$ cat src/rtl/auto_sleep_ctrl.sv
module auto_sleep_ctrl #(
  parameter int DW               = 16,
  parameter int AW               = 20,
  parameter int ADDR_STABLE_CYC  = 16,
  parameter int FIRST_LVL_CYC    = 12,
  parameter int PERIOD_LIMIT_CYC = 40
) (
  input  logic          clk,
  input  logic          rst_n,
  input  logic          sync_mode,
  input  logic [AW-1:0] addr,
  input  logic          if_clk,
  input  logic          burst_start,
  input  logic [DW-1:0] rd_data,
  output logic          sleep,
  output logic [DW-1:0] dout
);
  localparam int SW = $clog2(ADDR_STABLE_CYC + 1);
  localparam int FW = $clog2(FIRST_LVL_CYC + 1);
  localparam int PW = $clog2(PERIOD_LIMIT_CYC + 1);
  localparam logic [SW-1:0] S_TH = SW'(ADDR_STABLE_CYC);
  localparam logic [FW-1:0] F_TH = FW'(FIRST_LVL_CYC);
  localparam logic [PW-1:0] P_TH = PW'(PERIOD_LIMIT_CYC);

  logic [AW-1:0] addr_q;
  logic [SW-1:0] stab_cnt;
  logic [FW-1:0] hi_cnt;
  logic [PW-1:0] per_cnt;
  logic [2:0]    ck_sy;
  logic          first_pend, sync_sleep;

  wire addr_chg = addr != addr_q;
  wire lvl      = ck_sy[1];
  wire rise     = ck_sy[1] & ~ck_sy[2];
  wire fall     = ~ck_sy[1] & ck_sy[2];

  assign sleep = sync_mode ? sync_sleep : (stab_cnt == S_TH);

  always_ff @(posedge clk or negedge rst_n)
    if (!rst_n) begin
      addr_q   <= '0;
      stab_cnt <= '0;
    end else begin
      addr_q <= addr;
      if (addr_chg)            stab_cnt <= '0;
      else if (stab_cnt != S_TH) stab_cnt <= stab_cnt + 1'b1;
    end

  always_ff @(posedge clk or negedge rst_n)
    if (!rst_n) begin
      ck_sy      <= '0;
      hi_cnt     <= '0;
      per_cnt    <= '0;
      first_pend <= 1'b0;
      sync_sleep <= 1'b0;
    end else begin
      ck_sy <= {ck_sy[1:0], if_clk};

      if (burst_start || !lvl)  hi_cnt <= '0;
      else if (hi_cnt != F_TH)  hi_cnt <= hi_cnt + 1'b1;

      if (burst_start || rise)  per_cnt <= '0;
      else if (per_cnt != P_TH) per_cnt <= per_cnt + 1'b1;

      if (burst_start) first_pend <= 1'b1;
      else if (fall)   first_pend <= 1'b0;

      if (!sync_mode || burst_start)
        sync_sleep <= 1'b0;
      else if ((first_pend && hi_cnt == F_TH) || per_cnt == P_TH)
        sync_sleep <= 1'b1;
    end

  always_ff @(posedge clk or negedge rst_n)
    if (!rst_n)      dout <= '0;
    else if (!sleep) dout <= rd_data;
endmodule


$ cat config.mk
export PLATFORM = sky130hd
export DESIGN_NAME = auto_sleep_ctrl
export DESIGN_NICKNAME = d
export VERILOG_FILES = /design/src/rtl/auto_sleep_ctrl.sv
export SDC_FILE = /design/constraint.sdc
export NUM_CORES = 1
export LEC_CHECK = 0
export BUFFER_PORTS_ARGS = -buffer_cell sky130_fd_sc_hd__buf_2
export CORE_AREA = 2 2 65 73
export DETAILED_ROUTE_END_ITERATION = 10
export DIE_AREA = 0 0 67 75
export GPL_TIMING_DRIVEN = 0
export HOLD_SLACK_MARGIN = 0.02
export PLACE_DENSITY = 0.81
export SLEW_MARGIN = 20
export SYNTH_ARGS = -nofsm -noshare
export SYNTH_HDL_FRONTEND = slang
export SYNTH_SLANG_ARGS = --single-unit
$ cat constraint.sdc
create_clock -name clk -period 3.46 [get_ports clk]
set_input_delay 0.173 -clock clk [delete_from_list [all_inputs] [get_ports clk]]
set_output_delay 0.173 -clock clk [all_outputs]
set_load 0.01 [all_outputs]
[Yosys cells after proc, flatten, opt, wreduce, memory -nomap -nowiden]
Index checks and enable logic that the tools add are counted.
Operators by class
  $add $sub $neg: 3
  equal/unequal tests: 7
  multiplexer cells: 11
  bitwise gates (word level): 4
  reductions and logical operators: 12
Operator list (number)
  inequality test 20 bit: 1
  two-way mux 6 bit: 2
  two-way mux 5 bit: 2
  nonzero test 2 bit: 5
  two-way mux 4 bit: 2
  adder 6 x 1 -> 6 bit (second input constant): 1
  == test 6 bit (second input constant): 1
  inequality test 6 bit (second input constant): 1
  adder 5 x 1 -> 5 bit (second input constant): 1
  == test 5 bit (second input constant): 1
  two-way mux 1 bit: 5
  inequality test 5 bit (second input constant): 1
  adder 4 x 1 -> 4 bit (second input constant): 1
  == test 4 bit (second input constant): 1
  logical OR 1 bit: 4
  inequality test 4 bit (second input constant): 1
  bitwise AND 1 bit: 2
  logical NOT 1 bit: 2
  inverter 1 bit: 2
  logical AND 1 bit: 1
Word-level totals
  register bits after elaboration: 56
  output and inout bits: 17
  word-level logic and storage cells: 45

[Depth between registers and ports, before layout]
Gate-level depths: netlist of the first run.
  word-level depth: 5
  depth in mapped cells: 6

[Least setup slack after synthesis of the first run]
OpenSTA, ideal clock, no wires.
  kind: reg2reg
  from: register stab_cnt[0]
  to: register dout[10]
  library setup time: 0.125 ns
  arrival: 1.566 ns
  setup slack: 1.769 ns
  cell stages (with the launch flop): 7
  buffers on the path: 1
  clock period less this slack: 1.691 ns
  cell sequence: dfrtp_1 -> inv_1 -> ha_1 -> and4bb_4 -> mux2i_4 -> buf_12 -> mux2_4
On the way
  word-level cells in the longest chain between the ends: 2
Ends and longest elaborated chain
  start, declared: line 26  | logic [SW-1:0] stab_cnt;
  start signal, assigned: line 46  | else if (stab_cnt != S_TH) stab_cnt <= stab_cnt + 1'b1;
  == test 5 bit: line 37  | assign sleep = sync_mode ? sync_sleep : (stab_cnt == S_TH);
  two-way mux 1 bit: line 37
  end signal, assigned: line 76  | else if (!sleep) dout <= rd_data;
  end, declared: line 16  | output logic [DW-1:0] dout
Every way passes these cells.
A chain may end at the register's enable or synchronous reset.

[Worst setup path in the final report of the first run]
  from: register stab_cnt[0]
  to: output sleep
On the way
  word-level cells in the longest chain between the ends: 2
Ends and longest elaborated chain
  == test 5 bit: line 37
  two-way mux 1 bit: line 37
  end, declared: line 15  | output logic sleep,
Every way passes these cells.

==> results of run 1 <==
metal layers:
metal	vias to the layer above	track usage, %	wire length (µm)
li1	726	-	-
met1	724	22.11	1644
met2	34	30.03	2201
met3	5	5.830	157
met4	0	8.844	64
met5	-	0	0
state kept, by name, indices dropped and copies added, names as in the netlist:
signal	flops
sync_sleep	1
first_pend	1
dout	16
stab_cnt	5
per_cnt	6
ck_sy	3
addr_q	20
hi_cnt	4
Yosys cell counts:
cell      number  area [µm²]
xnor2_1        6       52.55
a21oi_1        3       15.01
a31oi_1        1       6.260
nor3_1         5       25.02
and4bb_4       1       16.27
nand2b_1       4       25.02
xor2_1        24       210.2
a41oi_1        1       8.760
mux2i_1        3       30.03
nand4_1        1       6.260
mux2_4         9       135.1
nor3b_1        1       7.510
mux2_2         7       78.83
dfrtp_1       56        1401
nand3_1        7       35.03
inv_1          8       30.03
nand2_1        2       7.510
nor4_1         6       37.54
o21ai_0        1       5.000
nand3b_1       1       7.510
a21o_1         1       7.510
mux2i_4        1       22.52
buf_12         1       20.02
ha_1           6       75.07
nor2_1         9       33.78
path summary, 6_finish.rpt:
| kind | start | to | slack, ps |
|---|---|---|---|
| max in group asynchronous | rst_n | dout[4]$_DFFE_PN0N_ | 2560 |
| worst max register to register | stab_cnt[0]$_DFFE_PN0P_ | dout[15]$_DFFE_PN0N_ | 1640 |
| worst min register to register | ck_sy[0]$_DFF_PN0_ | ck_sy[1]$_DFF_PN0_ | 350 |
| min in group asynchronous | rst_n | ck_sy[2]$_DFF_PN0_ | 440 |
| worst max-delay path | stab_cnt[0]$_DFFE_PN0P_ | sleep | 1390 |
| worst min-delay path | rd_data[8] | dout[8]$_DFFE_PN0N_ | 90 |
power by group through the flow:
stage	registers [mW]	clock network, mW	logic (mW)
after floorplan	0.712	0	0.0407
after global placement	0.708	0	0.0994
after detailed placement	0.709	0	0.102
after CTS	0.696	0.429	0.121
after global routing	0.700	0.449	0.136
final	0.696	0.415	0.120
kinds of logic after synthesis:
kind of cell	share of synthesized area [%]
AO/OA/AOI/OAI	1.850
XOR/XNOR	11.43
adder cells (fa/ha/maj)	3.264
buffers and inverters	2.176
flip-flops	60.94
multiplexers	11.59
AND/OR/NAND/NOR	8.760
per-stage QoR:
step                utilization [%]  area, µm²
global route                  70.12       2983
detailed placement            62.41       2655
floorplan                         -       2300
finish                        70.12       2983
global placement              62.35       2653
CTS                           70.12       2983
cell type report:
class                      count  area share, %
multi-input combinational    100          28.44
timing repair buffer          79          17.03
sequential                    56          46.98
inverter                       8          1.007
clock inverter                 2          1.174
clock buffer                   6          2.433
buffer                         1         0.6711
tap                           54          2.265
==> results.md, run 1 <==
- Outcome: completed
- Avg Inst Size Synth: 13.94 µm²
- Synthesized net count: 212
- DR pass1 iterations: 4
- WHS: 85.34 ps
- Register area: 1401 µm²
- # rows: 25
- Total vias in the final route: 1489
- CTS tree: done
- Post-synthesis register bit count: 56
- Pwr Density: 412.8 nW/µm²
- Critical path class: reg -> out
- Ports: 58
- Tot Pwr: 1.231 mW
- Initial antenna violation count: 0
- Clock-pin slew on the worst setup and hold paths: 100 ps
- Hold Fails Final Rpt: 0
- Total CTS buffers: 5
- R2R depth: 6
- RSZ-0062 raised after global routing: no
- Post-Syn Area: 2300 µm²
- Root Buffer: clkbuf_8
- Share of cells above drive strength 1: 32.94%
- Worst Path Arrival: 1900 ps
- Clock power frac: 33.7%
- Final setup viols: 0
- Hold Crit Depth: 2
- # port buffers: 57
- Combinational share of power: 9.8%
- Leakage: 1.436 nW
- Syn Inst Count: 165
- Fmax: 482.1 MHz
- Non-Filler Instances: 306
- CORE AREA: 4254 µm²
- Post-synthesis sequential area ratio: 60.94%
- Die Span Y: 75 µm
- Commonest cells after routing, fill and taps aside: dfrtp_1 (56), buf_2 (56), xor2_1 (24), dlygate4sd3_1 (22)
- CP Max Fanout: 10
- Global Route Usage Sum: 18.36%
- P&R area growth vs syn: 29.71%
- Top cell by count, worst path: inv_1
- Drt wl/cell: 13.29 µm
- Buf/Inv on CP: 4
- Hold WC Path Type: in -> reg
- Slew @ Worst Pin: 688.4 ps
- Global-route wire length before repair: 6651 µm
- Final Cycle Share: 59.96%
- Vias in the first global route: 1488
- Sw frac: 21.83%
- Initial DRC Count: 84
- Largest net degree at the start of global routing: 57
- Final nets: 298
- Minimum clock period: 2074 ps
- GRT overflow: 0
- Synth cell types: 25
- # resized after CTS: 0
- Crit-path max cell delay: 380 ps
- Total Wirelength: 4068 µm
- H-tree Lvls: 2
- Drc violations: 0
- CP Depth: 7
- Maximum vdd ir drop: 0.0002823 V
- Cells along the critical path: inv_1 -> ha_1 -> and4bb_4 -> mux2i_4 -> buf_12 -> inv_1 -> buf_2
- Die ar.: 5025 µm²
- Die width: 67 µm
- Critical Path End Type: primary output
- Internal cell power: 0.9627 mW
- Final HPWL DP: 2699 µm
- CP Launch Type: register
- Fillcell total: 300
- Final slew viol count: 0
- Multi-input gate area: 848.3 µm²
- Top Family by Delay on Critical Path: buffers and inverters
- Placed cells: 276
- Setup Buffers After CTS: 0
- YS warnings: 0
- Clk_lat worst skew: 310 ps
- Final worst slack: 1386 ps
- Clock sink count: 56
- Setup TNS: 0 ps
- Place WS: 1631 ps
- Initial core utilization: 54.06%
- Antenna cells: 0
- Slew margin rel.: 54.11%
- Setup Skew: 7.941 ps
- CTS Hold Bufs: 22
- GP Congestion: 0.7644
- Switch Pwr: 0.2688 mW
- Sequential share of power: 56.5%
- Number of max-cap violations: 0
- Clock Tree Buf Depth: 2
- Detail Route Antenna Nets: 0
- Via density: 4.866
- Crit-path slowest cell: dfrtp_1
- Worst Path Required: 3290 ps
Power figures use the tool's default switching activity.
==> run 2, diff against run 1 <==
ABC_AREA = 1   (was default)
CORE_AREA = 2 2 71 80   (was 2 2 65 73)
DIE_AREA = 0 0 73 82   (was 0 0 67 75)
PLACE_DENSITY = 0.74   (was 0.81)
clock period = 1.9 ns   (was 3.46 ns; I/O delays follow)
==> results.md, run 2 <==
- Outcome: completed
- Worst Path Required: 1800 ps
- CP startpoint: stab_cnt[1]$_DFFE_PN0P_
- Switch Pwr: 0.5532 mW
- Clock power frac: 34.2%
- GP Congestion: 0.7358
- Sw frac: 22.75%
- Synth cell types: 23
- Crit-path max cell delay: 410 ps
- Clk_lat worst skew: 300 ps
- Drc violations: 0
- Combinational share of power: 13.0%
- Die width: 73 µm
- Die ar.: 5986 µm²
- Total Wirelength: 4619 µm
- Maximum vdd ir drop: 0.0005080 V
- Initial core utilization: 46.76%
- Via density: 4.558
- Final instance area: 3311 µm²
- Clock sink count: 56
- Largest register FFs: 20
- Share of cells above drive strength 1: 20.70%
- Fmax: 570.8 MHz
- Antenna cells: 0
- Initial DRC Count: 104
- Placed cells: 386
- Post-synth EDFFs: 0
- Share of the synthesized area in the top cell type: 57.41%
- Crit-path slowest cell: dfrtp_1
- Placed Area: 2804 µm²
- Largest registers: addr_q x20, dout x16, per_cnt x6
- Minimum clock period: 1752 ps
- Vias in the first global route: 1972
- Sequential share of power: 52.9%
- Initial antenna violation count: 0
- Largest reg by FF count: addr_q
- Largest net degree at the start of global routing: 57
- Non-Filler Instances: 432
- Drt wl/cell: 10.69 µm
- Commonest cells after routing, fill and taps aside: nand2_1 (94), dfrtp_1 (56), buf_2 (56), inv_1 (38), dlygate4sd3_1 (38)
- Slew margin rel.: 53.85%
- Internal cell power: 1.878 mW
- R2R depth: 8
- CTS tree: done
- Ys async rst share: 100.0%
- Slew @ Worst Pin: 692.3 ps
- Critical Path End Type: primary output
- Root Buffer: clkbuf_8
- Top Family by Delay on Critical Path: buffers and inverters
- Buf/Inv on CP: 4
- Worst flop-to-flop path startpoint: stab_cnt[1]$_DFFE_PN0P_
- CP Launch Type: register
- Final setup viols: 0
- Most instantiated cells after synthesis: nand2_1 (94), dfrtp_1 (56), inv_1 (38)
- # port buffers: 57
- Setup Buffers After CTS: 0
- Setup TNS: 0 ps
- YS warnings: 0
- Synth area leaders: dfrtp_1 (57%), nand2_1 (14%), inv_1 (5.8%)
- DR pass1 iterations: 3
- Hold Fails Final Rpt: 0
- Worst Path Arrival: 1660 ps
- Global Route Usage Sum: 16.66%
- Total CTS buffers: 5
- Tot Pwr: 2.432 mW
- Final slew viol count: 0
- Hold WC Path Type: in -> reg
- HP Start: burst_start
- Fillcell total: 420
- Hold Crit Depth: 2
- Syn Inst Count: 269
- Post-synthesis register bit count: 56
- GRT overflow: 0
- Number of max-cap violations: 0
- Most common cell after layout, fill and taps aside: nand2_1
- Cells along the critical path: inv_1 -> ha_1 -> nand3_2 -> nand2_2 -> nand2_4 -> inv_6 -> buf_12 -> buf_2
- RSZ-0062 raised after global routing: no
- Clock Tree Buf Depth: 2
- Global-route wire length before repair: 7845 µm
- Worst reg2reg path endpoint: dout[13]$_DFFE_PN0N_
- Synth area leader: dfrtp_1
- # rows: 28
- Place WS: 463.6 ps
- Post-synthesis sequential area ratio: 57.41%
- Synthesized net count: 316
- CP Max Fanout: 10
- Total vias in the final route: 1969
- Main flop type after synthesis: dfrtp_1
- Pwr Density: 734.5 nW/µm²
- Post-Syn Area: 2441 µm²
- Clock-pin slew on the worst setup and hold paths: 100 ps
- Final worst slack: 148.0 ps
- Final HPWL DP: 2995 µm
- Avg Inst Size Synth: 9.075 µm²
- Die Span Y: 82 µm
- P&R area growth vs syn: 35.62%
- Count leader, synth: nand2_1
- WHS Endpoint: first_pend$_DFFE_PN0P_
- CORE AREA: 5220 µm²
- Detail Route Antenna Nets: 0
- Setup Skew: 5.048 ps
- H-tree Lvls: 2
- Critical path class: reg -> out
- Leakage: 1.777 nW
- Final nets: 418
- R2r setup slk: 490 ps
- Final Cycle Share: 92.21%
- Ports: 58
## run 2: cell count changes in the layout (fill, tap and decap cells not counted), sizes merged, moves of 8 or more
cell         delta
nand3           +8
xor2           -18
inv            +31
dlygate4sd3    +16
nand2          +98
mux2           -16
## run 2: logic make-up after synthesis
logic type,synth area share [%]
compound gates,2.563
xor+xnor,5.740
fa+ha+maj,3.075
buf+inv,7.330
flops,57.41
simple gates,23.89
## run 2: metrics by stage
step                utilization, %  hold WS, ps
finish                       63.42        36.35
floorplan                        -       -200.6
detailed placement           53.72        188.9
global route                 63.42        44.26
global placement             53.67        211.5
CTS                          63.42        26.31
## run 2: timing repair
action / CTS / global route
hold buffers: 38 / 0
gates resized for setup: 0 / 0
endpoints found under the hold margin: 93 / 0
## run 2: worst max-delay path by stage
| stage | cells after the start | endpoint |
|---|---|---|
| floorplan | 9 | dout[10]$_DFFE_PN0N_ |
| global placement | 8 | sleep |
| detailed placement | 8 | sleep |
| CTS | 8 | sleep |
| global route | 8 | sleep |
| finish | 8 | sleep |
## run 2: worst reg2reg max path, stage by stage, from the launching register on
cell and delay (ps):
dfrtp_1 410, inv_1 90, ha_1 160, nand3_2 130, nand2_2 110, nand2_4 90, buf_4 190, nand2_1 60
nand2_1 60
## run 2: final cells by class
cell class	instances	area, µm²	area share (%)
well taps	60	75.07	2.268
inverters	39	151.4	4.573
clock buffers	7	96.34	2.910
multi-input cells	172	860.8	26.00
clock inverters	1	30.03	0.9070
flip-flops and latches	56	1401	42.33
repair buffers	95	668.1	20.18
plain buffers	2	27.53	0.8314
## run 2: layer usage
metal	up-vias	share of wire, %	track usage (%)
met3	5	3.9	3.313
met4	0	0.80	3.889
met5	-	0	0
li1	1021	-	-
met1	898	41	18.38
met2	45	54	32.34
## run 2: power by group through the flow
stage	Clock, mW	Combinational [mW]	Sequential (mW)
2_1_floorplan	0	0.118	1.32
3_3_place_gp	0	0.249	1.31
3_5_place_dp	0	0.257	1.31
4_1_cts	0.862	0.317	1.29
5_1_grt	0.903	0.361	1.29
6_report	0.831	0.316	1.29
